`src/rtl/bcr_pkg.sv`:
```
package bcr_pkg;
    localparam int DATA_W = 32;
    localparam int OFF_W  = 20;
    localparam int NCHAR  = DATA_W / 4;

    localparam logic [OFF_W-1:0] OFF_SWITCH  = 20'h00200;
    localparam logic [OFF_W-1:0] OFF_STATUS  = 20'h00208;
    localparam logic [OFF_W-1:0] OFF_JUMPER  = 20'h00210;
    localparam logic [OFF_W-1:0] OFF_LED     = 20'h00408;
    localparam logic [OFF_W-1:0] OFF_HEXWORD = 20'h00410;
    localparam logic [OFF_W-1:0] OFF_CHAR0   = 20'h00418;
    localparam logic [OFF_W-1:0] OFF_SOFTRST = 20'h00500;
    localparam logic [OFF_W-1:0] OFF_BRK     = 20'h00508;
    localparam logic [OFF_W-1:0] OFF_GPOUT   = 20'h00A00;
    localparam logic [OFF_W-1:0] OFF_GPIN    = 20'h00A08;
    localparam logic [OFF_W-1:0] OFF_I2C_IN  = 20'h00B00;
    localparam logic [OFF_W-1:0] OFF_I2C_OE  = 20'h00B08;
    localparam logic [OFF_W-1:0] OFF_I2C_OUT = 20'h00B10;
    localparam logic [OFF_W-1:0] OFF_I2C_SEL = 20'h00B18;

    localparam logic [DATA_W-1:0] SOFTRST_KEY = 32'h0000_0042;
    localparam logic [DATA_W-1:0] STATUS_LE   = 32'h0000_0010;
    localparam logic [DATA_W-1:0] STATUS_BE   = 32'h0000_0012;
    localparam logic [7:0]        BRK_INIT    = 8'h0A;
    localparam logic [7:0]        BLANK_CHAR  = 8'h20;

    typedef enum logic [1:0] {
        KEY_IDLE = 2'd0,
        KEY_FIRE = 2'd1,
        KEY_HOLD = 2'd2
    } key_state_t;

    function automatic logic [7:0] nib2ascii(input logic [3:0] n);
        return (n < 4'd10) ? (8'h30 + {4'h0, n}) : (8'h37 + {4'h0, n});
    endfunction
endpackage

```
`src/rtl/bcr_display.sv`:
```
module bcr_display
    import bcr_pkg::*;
(
    input  logic                   clk,
    input  logic                   rst_n,
    input  logic                   wr_en,
    input  logic [OFF_W-1:0]       off,
    input  logic [DATA_W-1:0]      wdata,
    output logic [8*NCHAR-1:0]     chars
);
    for (genvar i = 0; i < NCHAR; i++) begin : g_slot
        localparam logic [OFF_W-1:0] SLOT_OFF = OFF_W'(OFF_CHAR0 + 20'(8 * i));
        logic [7:0] slot_q;

        always_ff @(posedge clk or negedge rst_n) begin
            if (!rst_n) begin
                slot_q <= BLANK_CHAR;
            end else if (wr_en && off == OFF_HEXWORD) begin
                slot_q <= nib2ascii(wdata[DATA_W-1-4*i -: 4]);
            end else if (wr_en && off == SLOT_OFF) begin
                slot_q <= wdata[7:0];
            end
        end

        assign chars[8*i +: 8] = slot_q;

        p_char_wr_r6: assert property (@(posedge clk) disable iff (!rst_n)
            (wr_en && off == SLOT_OFF) |=> (chars[8*i +: 8] == $past(wdata[7:0])))
            else $error("R6 character slot write not stored");
    end
endmodule

```
`src/rtl/bcr_reset_key.sv`:
```
module bcr_reset_key
    import bcr_pkg::*;
(
    input  logic clk,
    input  logic rst_n,
    input  logic key_wr,
    output logic pulse
);
    key_state_t state_q, state_d;

    always_comb begin
        state_d = state_q;
        unique case (state_q)
            KEY_IDLE: if (key_wr)  state_d = KEY_FIRE;
            KEY_FIRE: state_d = key_wr ? KEY_HOLD : KEY_IDLE;
            KEY_HOLD: if (!key_wr) state_d = KEY_IDLE;
            default:  state_d = KEY_IDLE;
        endcase
    end

    always_ff @(posedge clk or negedge rst_n) begin
        if (!rst_n) state_q <= KEY_IDLE;
        else        state_q <= state_d;
    end

    always_comb begin
        pulse = (state_q == KEY_FIRE);
    end

    p_pulse_single_r7: assert property (@(posedge clk) disable iff (!rst_n)
        pulse |=> !pulse)
        else $error("R7 reset request wider than one cycle");

    p_no_key_no_pulse_r7: assert property (@(posedge clk) disable iff (!rst_n)
        !key_wr |=> !pulse)
        else $error("R7 reset request without key write");
endmodule

```
`src/rtl/bcr_i2c_port.sv`:
```
module bcr_i2c_port
    import bcr_pkg::*;
(
    input  logic              clk,
    input  logic              rst_n,
    input  logic              wr_en,
    input  logic [OFF_W-1:0]  off,
    input  logic [DATA_W-1:0] wdata,
    input  logic              sda_in,
    output logic [1:0]        oe,
    output logic [DATA_W-1:0] out_word,
    output logic              sel,
    output logic [DATA_W-1:0] in_word,
    output logic              scl_o,
    output logic              sda_o
);
    always_ff @(posedge clk or negedge rst_n) begin
        if (!rst_n) begin
            oe       <= 2'b00;
            out_word <= DATA_W'(3);
            sel      <= 1'b1;
        end else if (wr_en) begin
            if (off == OFF_I2C_OE)  oe       <= wdata[1:0];
            if (off == OFF_I2C_OUT) out_word <= wdata;
            if (off == OFF_I2C_SEL) sel      <= wdata[0];
        end
    end

    assign scl_o   = out_word[1];
    assign sda_o   = out_word[0];
    assign in_word = {{(DATA_W-2){1'b0}}, 1'b1, sda_in};

    p_pins_follow_r9: assert property (@(posedge clk) disable iff (!rst_n)
        (wr_en && off == OFF_I2C_OUT) |=>
            (scl_o == $past(wdata[1]) && sda_o == $past(wdata[0])))
        else $error("R9 line drive does not follow output write");
endmodule

```
`src/rtl/board_ctrl_regs.sv`:
```
module board_ctrl_regs
    import bcr_pkg::*;
#(
    parameter int ADDR_W = 32
) (
    input  logic                 clk,
    input  logic                 rst_n,
    input  logic                 big_endian,
    input  logic [ADDR_W-1:0]    bus_addr,
    input  logic                 bus_wr,
    input  logic                 bus_rd,
    input  logic [DATA_W-1:0]    bus_wdata,
    output logic [DATA_W-1:0]    bus_rdata,
    output logic                 bus_rvalid,
    input  logic                 sda_in,
    output logic [7:0]           led_o,
    output logic [8*NCHAR-1:0]   disp_o,
    output logic                 scl_o,
    output logic                 sda_o,
    output logic [1:0]           i2c_oe_o,
    output logic                 reset_req_o
);
    logic [OFF_W-1:0]  off;
    logic              unused_addr_hi;
    logic [7:0]        led_q, brk_q, gpout_q;
    logic [DATA_W-1:0] i2c_out_word, i2c_in_word;
    logic              i2c_sel;
    logic              key_wr;

    assign off            = bus_addr[OFF_W-1:0];
    assign unused_addr_hi = ^bus_addr[ADDR_W-1:OFF_W];
    assign key_wr         = bus_wr && off == OFF_SOFTRST && bus_wdata == SOFTRST_KEY;

    always_ff @(posedge clk or negedge rst_n) begin
        if (!rst_n) begin
            led_q      <= 8'h00;
            brk_q      <= BRK_INIT;
            gpout_q    <= 8'h00;
            bus_rvalid <= 1'b0;
        end else begin
            bus_rvalid <= bus_rd;
            if (bus_wr) begin
                if (off == OFF_LED)   led_q   <= bus_wdata[7:0];
                if (off == OFF_BRK)   brk_q   <= bus_wdata[7:0];
                if (off == OFF_GPOUT) gpout_q <= bus_wdata[7:0];
            end
        end
    end

    bcr_display u_display (
        .clk   (clk),
        .rst_n (rst_n),
        .wr_en (bus_wr),
        .off   (off),
        .wdata (bus_wdata),
        .chars (disp_o)
    );

    bcr_i2c_port u_i2c (
        .clk      (clk),
        .rst_n    (rst_n),
        .wr_en    (bus_wr),
        .off      (off),
        .wdata    (bus_wdata),
        .sda_in   (sda_in),
        .oe       (i2c_oe_o),
        .out_word (i2c_out_word),
        .sel      (i2c_sel),
        .in_word  (i2c_in_word),
        .scl_o    (scl_o),
        .sda_o    (sda_o)
    );

    bcr_reset_key u_key (
        .clk    (clk),
        .rst_n  (rst_n),
        .key_wr (key_wr),
        .pulse  (reset_req_o)
    );

    always_comb begin
        bus_rdata = '0;
        case (off)
            OFF_STATUS:  bus_rdata = big_endian ? STATUS_BE : STATUS_LE;
            OFF_LED:     bus_rdata = {{(DATA_W-8){1'b0}}, led_q};
            OFF_BRK:     bus_rdata = {{(DATA_W-8){1'b0}}, brk_q};
            OFF_GPOUT:   bus_rdata = {{(DATA_W-8){1'b0}}, gpout_q};
            OFF_GPIN:    bus_rdata = i2c_sel ? i2c_out_word : '0;
            OFF_I2C_IN:  bus_rdata = i2c_in_word;
            OFF_I2C_OE:  bus_rdata = {{(DATA_W-2){1'b0}}, i2c_oe_o};
            OFF_I2C_OUT: bus_rdata = i2c_out_word;
            OFF_I2C_SEL: bus_rdata = {{(DATA_W-1){1'b0}}, i2c_sel};
            default:     bus_rdata = '0;
        endcase
    end

    assign led_o = led_q;

    p_led_wr_r4: assert property (@(posedge clk) disable iff (!rst_n)
        (bus_wr && off == OFF_LED) |=> (led_o == $past(bus_wdata[7:0])))
        else $error("R4 LED byte not stored");

    p_rvalid_rd_r12: assert property (@(posedge clk) disable iff (!rst_n)
        bus_rd |=> bus_rvalid)
        else $error("R12 read valid missing");

    p_rvalid_idle_r12: assert property (@(posedge clk) disable iff (!rst_n)
        !bus_rd |=> !bus_rvalid)
        else $error("R12 read valid without read");
endmodule

```
`config.mk`:
```
export PLATFORM = sky130hd
export DESIGN_NAME = board_ctrl_regs
export DESIGN_NICKNAME = d
export VERILOG_FILES = /design/src/rtl/bcr_pkg.sv /design/src/rtl/bcr_display.sv /design/src/rtl/bcr_reset_key.sv /design/src/rtl/bcr_i2c_port.sv /design/src/rtl/board_ctrl_regs.sv
export SDC_FILE = /design/constraint.sdc
export NUM_CORES = 1
export LEC_CHECK = 0
export ABC_CLOCK_PERIOD_IN_PS = 8650
export CORE_MARGIN = 2
export CORE_UTILIZATION = 45
export DETAILED_ROUTE_END_ITERATION = 10
export HOLD_SLACK_MARGIN = 0.05
export PLACE_DENSITY_LB_ADDON = 0.05
export SLEW_MARGIN = 20
export SYNTH_ARGS = -nofsm -noshare
export SYNTH_HDL_FRONTEND = slang
export SYNTH_SLANG_ARGS = --single-unit
```
`constraint.sdc`:
```
create_clock -name clk -period 8.65 [get_ports clk]
set_clock_uncertainty 0.15 [all_clocks]
set_input_delay 1.2975 -clock clk [delete_from_list [all_inputs] [get_ports clk]]
set_output_delay 1.2975 -clock clk [all_outputs]
set_load 0.02 [all_outputs]
```
==> impl_metrics.toml, run 1 <==
[logic_synthesis]
yosys_warnings = 0
synthCells = 650
synth_top_area_share = 0.425
synth-main-ff-cell = "dfrtp_1"
yosys.area.top_type = "dfrtp_1"
yosys-mux-area-fraction = 0.141
postSynthAreaPerCell_um2 = 10.2
synth_top_family_by_area = "simple AND/OR/NAND/NOR gates"
ys_seq_area_frac = 0.476
yosys.area_share.adder = 0.0301
syn_area_um2 = 6660
ys_types = 58
synth-xor-area-share = 0.0132
synth_compound_area_frac = 0.131
async_flop_share = 1.00
synth_edf_count = 0
synth.ff_latch_count = 126
synthTopCellsByArea = "dfrtp_1 (42%), mux2_2 (9.0%), dfstp_2 (5.1%)"
syn_nets = 736
synth-simple-area-share = 0.175

[global_routing]
grt-ovfl-total = 0
antenna_found_initial = 0
grt_pass1_wl_um = 32400
grt_max_degree = 81
grt_pass1_vias = 5693
gr-usage-all-layers = 0.262

[sta]
hold_viol = 0
relSlewSlack = 0.419
setup_viol = 0
fin_tns_setup_ps = 0
fin_crit_sh = 0.748
rsz0062_at_grt = "no"
period_needed_ps = 6470
clock.fmax_mhz = 154
tightest_slew_ps = 869
drv_slew = 0

[job]
cap_violations = 0

[clock_tree]
clk_pin_slew_worst_paths_ps = 50
cts_buffers = 17
holdBufCountCts = 0
clock_path_buffers = 2
h-tree-depth = 4
postCtsSetupBuffers = 0
cts_tree = "done"
cts_resized = 0
cts.sink_count = 126
clock_latency_ps = 410
clock-root-buffer = "clkbuf_16"

[floorplanning]
die-area_um2 = 15800
die_w_um = 126
start_util = 0.460
coreArea_um2 = 14500
num_io_pins = 180
dieHeight_um = 126
rows = 44

[setup_path]
start_kind = "input port"
end_kind = "output pin"
ff2ff_setup_slack_ps = 7540
arrival_ps = 5030
path_class = "input port to output pin"
worstPathMaxFanout = 32
required_ps = 7200

[finish]
area_delta_synth_final_pct = 36.3
fin_area_um2 = 9080
nets = 890
antenna_cells = 0
layout_commonest_cell = "clkdlybuf4s50_1"
mostFrequentLayoutCells = "clkdlybuf4s50_1 (166), dfrtp_1 (113), nand2_1 (56)"
drive_gt1_frac = 0.144

[routing]
drc = 0
postRouteAntennaNets = 0
wire_per_inst_um = 20.4
drt-pass1-iter-count = 5
routed_wirelength_um = 20400
vias = 5837
viasPerCell = 5.83
drtIter0Drc = 501

[status]
outcome = "complete, no violations"

[power]
leakagePower_nw = 3.91
vdd_drop_max_uv = 127
powerDensity_nw_per_um2 = 159

[worst_hold_path]
hp-class = "register to register"

[placement]
port_buffers = 167
gp_congestion = 0.903
dpl_cell_area_um2 = 8460
hpwl_um = 14600
## critical path, stage by stage
cell and delay, ps:
clkdlybuf4s50_1 600, or4b_1 670, nor4_1 670, a32o_2 780, nand3_1 200, o2111ai_1 140, clkdlybuf4s50_1 650
## area by class of cell
| type | instances | area (um^2) |
|---|---|---|
| clock buffer | 26 | 509 |
| clock inverter | 6 | 108 |
| fill | 1216 | 5400 |
| inverter | 21 | 78.8 |
| multi-input combinational | 466 | 3270 |
| sequential | 126 | 3170 |
| tap | 184 | 230 |
| timing repair buffer | 172 | 1710 |
## cells in the mapped netlist, drive strengths merged (3+ instances only)
cell type	count
dfrtp	113
nand2	56
mux2	54
o21ai	51
a21oi	38
mux2i	33
clkbuf	28
nand3	28
nor2	28
and3	26
inv	21
ha	16
nor3	15
dfstp	13
o31ai	13
nor2b	10
nor4	10
buf	9
nand4	9
xnor2	9
a22oi	8
o211ai	7
a21boi	5
a31oi	5
or4	5
a311oi	4
or3	4
a211oi	3
nor3b	3
or4b	3
## cells by family (layout without fill, tap and decap cells)
family,Yosys count,count (layout)
mux,87,87
fa+ha+maj,16,16
buf+inv,58,225
compound gates,144,144
xor+xnor,10,10
simple gates,209,209
flops,126,126
## routing by layer
layer,vias up,track usage,wire length [um]
li1,2683,-,-
met1,2906,0.394,9640
met2,225,0.380,9160
met3,23,0.0705,1320
met4,0,0.0614,257
met5,-,0,0
## per-stage QoR
stage	util	cells	total power, W	hold WS, ps	worst slack, ps
finish	0.627	1001	0.00144	309	2180
global route	0.627	1001	0.00149	333	2000
CTS	0.627	1001	0.00145	308	1800
detailed placement	0.584	969	0.000706	302	1820
global placement	0.584	969	0.000704	283	1940
floorplan	-	650	0.000639	272	3930
## state kept, by name (all words and copies together) (netlist names)
register,count
brk_q,8
bus_rvalid,1
gpout_q,8
led_o,8
u_display.g_slot.slot_q,64
u_i2c.oe,2
u_i2c.out_word,32
u_i2c.sel,1
u_key.state_q,2
## power breakdown
part           internal, W  total [W]  switching [W]
Clock             0.000491   0.000743       0.000252
Combinational    0.0000395   0.000106      0.0000665
Sequential        0.000590   0.000591   0.0000000779
## path summary, 6_finish.rpt
path,start,end,cells after the start
max,bus_addr[3],bus_rdata[1],7
min,u_key.state_q[1],u_key.state_q[0],1
max reg2reg,u_display.g_slot[6].slot_q[6],u_display.g_slot[6].slot_q[6],2
min reg2reg,u_key.state_q[1],u_key.state_q[0],1
max in group asynchronous,rst_n,u_display.g_slot[6].slot_q[0],2
min in group asynchronous,rst_n,u_display.g_slot[1].slot_q[7],1
Power figures use the tool's default switching activity.
==> run 2, diff against run 1 <==
--- a/config.mk
+++ b/config.mk
@@ -5,7 +5,7 @@
 export SDC_FILE = /design/constraint.sdc
 export NUM_CORES = 1
 export LEC_CHECK = 0
-export ABC_CLOCK_PERIOD_IN_PS = 8650
+export ABC_CLOCK_PERIOD_IN_PS = 6500
 export CORE_MARGIN = 2
 export CORE_UTILIZATION = 45
 export DETAILED_ROUTE_END_ITERATION = 10
==> constraint.sdc (replaced) <==
create_clock -name clk -period 6.5 [get_ports clk]
set_clock_uncertainty 0.15 [all_clocks]
set_input_delay 0.975 -clock clk [delete_from_list [all_inputs] [get_ports clk]]
set_output_delay 0.975 -clock clk [all_outputs]
set_load 0.02 [all_outputs]
==> impl_metrics.toml, run 2 (synthesis gave the netlist of run 1 again) <==
[placement]
hpwl_um = 14700
place_ws_ps = 1010
port_buffers = 167
gp_congestion = 0.900
dpl_cell_area_um2 = 8460

[finish]
antenna_cells = 0
nFillCells = 1204
mostFrequentLayoutCells = "clkdlybuf4s50_1 (166), dfrtp_1 (113), nand2_1 (56)"
largest_register_ffs = 64
fin_area_um2 = 9020
drive_gt1_frac = 0.144
area_delta_synth_final_pct = 35.5
top_register = "u_display.g_slot.slot_q"
reg_top3 = "u_display.g_slot.slot_q: 64 flops, u_i2c.out_word: 32 flops"
regArea_um2 = 3170
layout_commonest_cell = "clkdlybuf4s50_1"
multiInputGateArea_um2 = 3270
nets = 891

[clock_tree]
clock-root-buffer = "clkbuf_16"
h-tree-depth = 4
holdBufCountCts = 0
clock_latency_ps = 420
cts_resized = 0
postCtsSetupBuffers = 0
clock_path_buffers = 2
cts_buffers = 17
clk_pin_slew_worst_paths_ps = 50
cts_tree = "done"
cts.sink_count = 126

[global_routing]
grt_pass1_wl_um = 32900
gr-usage-all-layers = 0.268
top_usage_layer = "met1"
grt_pass1_vias = 5916
grt_max_degree = 81
grtUsageMet2 = 0.390
met3_usage = 0.0765
grt-ovfl-total = 0
antenna_found_initial = 0
grt_use_met1 = 0.391

[sta]
drv_slew = 0
worst_slack_ps = 944
clock.fmax_mhz = 180
hold_viol = 0
fin_crit_sh = 0.855
tightest_slew_ps = 896
period_needed_ps = 5560
relSlewSlack = 0.397
setup_viol = 0
rsz0062_at_grt = "no"
fin_tns_setup_ps = 0
hold_slack_ps = 301

[floorplanning]
dieHeight_um = 126
die-area_um2 = 15800
start_util = 0.460
coreArea_um2 = 14500
rows = 44
die_w_um = 126
num_io_pins = 180

[power]
intPower_w = 0.00140
swShare = 0.234
vdd_drop_max_uv = 160
clockPowerShare = 0.492
p_total_w = 0.00183
leakagePower_nw = 3.89
seqPwrFrac = 0.431
switching_power_w = 0.000427
combPwrFrac = 0.077
powerDensity_nw_per_um2 = 202

[worst_hold_path]
hp-class = "register to register"

[setup_path]
arrival_ps = 4430
path_class = "input port to output pin"
start_kind = "input port"
worstPathMaxFanout = 32
end_kind = "output pin"
required_ps = 5370

[routing]
routed_wirelength_um = 20500
viasPerCell = 5.78
postRouteAntennaNets = 0
wire_per_inst_um = 20.5
drt-pass1-iter-count = 5
vias = 5788
drtIter0Drc = 545
drc = 0

[job]
cap_violations = 0

[status]
outcome = "complete, no violations"
## run 2: critical path, cell delays in order
cell,delay [ps]
clkdlybuf4s50_1,600
or4b_1,690
nor4_1,660
a32o_1,270
buf_4,320
nand3_1,120
o2111ai_1,130
clkdlybuf4s50_1,660
## run 2: power groups by stage
stage / combinational [W] / sequential, W / clock, W
after global placement: 0.000137 / 0.000799 / 0
final: 0.000141 / 0.000786 / 0.000899
after detailed placement: 0.000140 / 0.000799 / 0
after global routing: 0.000154 / 0.000785 / 0.000954
after CTS: 0.000141 / 0.000786 / 0.000915
after floorplan: 0.0000502 / 0.000800 / 0
## run 2: final cells by class
class | instances | area share
clock buffers | 24 | 0.0545
well taps | 184 | 0.0255
repair buffers | 173 | 0.190
inverters | 21 | 0.00874
flip-flops and latches | 126 | 0.351
clock inverters | 7 | 0.00693
multi-input cells | 466 | 0.363
## run 2: per-stage QoR
step	util	cells
after floorplan	-	650
after global placement	0.585	970
after detailed placement	0.585	970
after CTS	0.623	1001
after global routing	0.623	1001
final	0.623	1001
## run 2: layer usage
layer  wire length [um]  share of wire
met4                352          0.017
met2               9100           0.44
met5                  0              0
met1               9550           0.47
met3               1510          0.074
## run 2: worst paths after layout
path	start	to	slack, ps	depth (start not counted)
max in group asynchronous	rst_n	u_display.g_slot[6].slot_q[0]	4650	2
min in group asynchronous	rst_n	u_display.g_slot[1].slot_q[7]	420	1
min reg2reg	u_key.state_q[0]	u_key.state_q[0]	300	1
min	u_key.state_q[0]	u_key.state_q[0]	300	1
max	bus_addr[3]	bus_rdata[0]	940	8
max reg2reg	u_display.g_slot[6].slot_q[6]	u_display.g_slot[6].slot_q[6]	5360	2
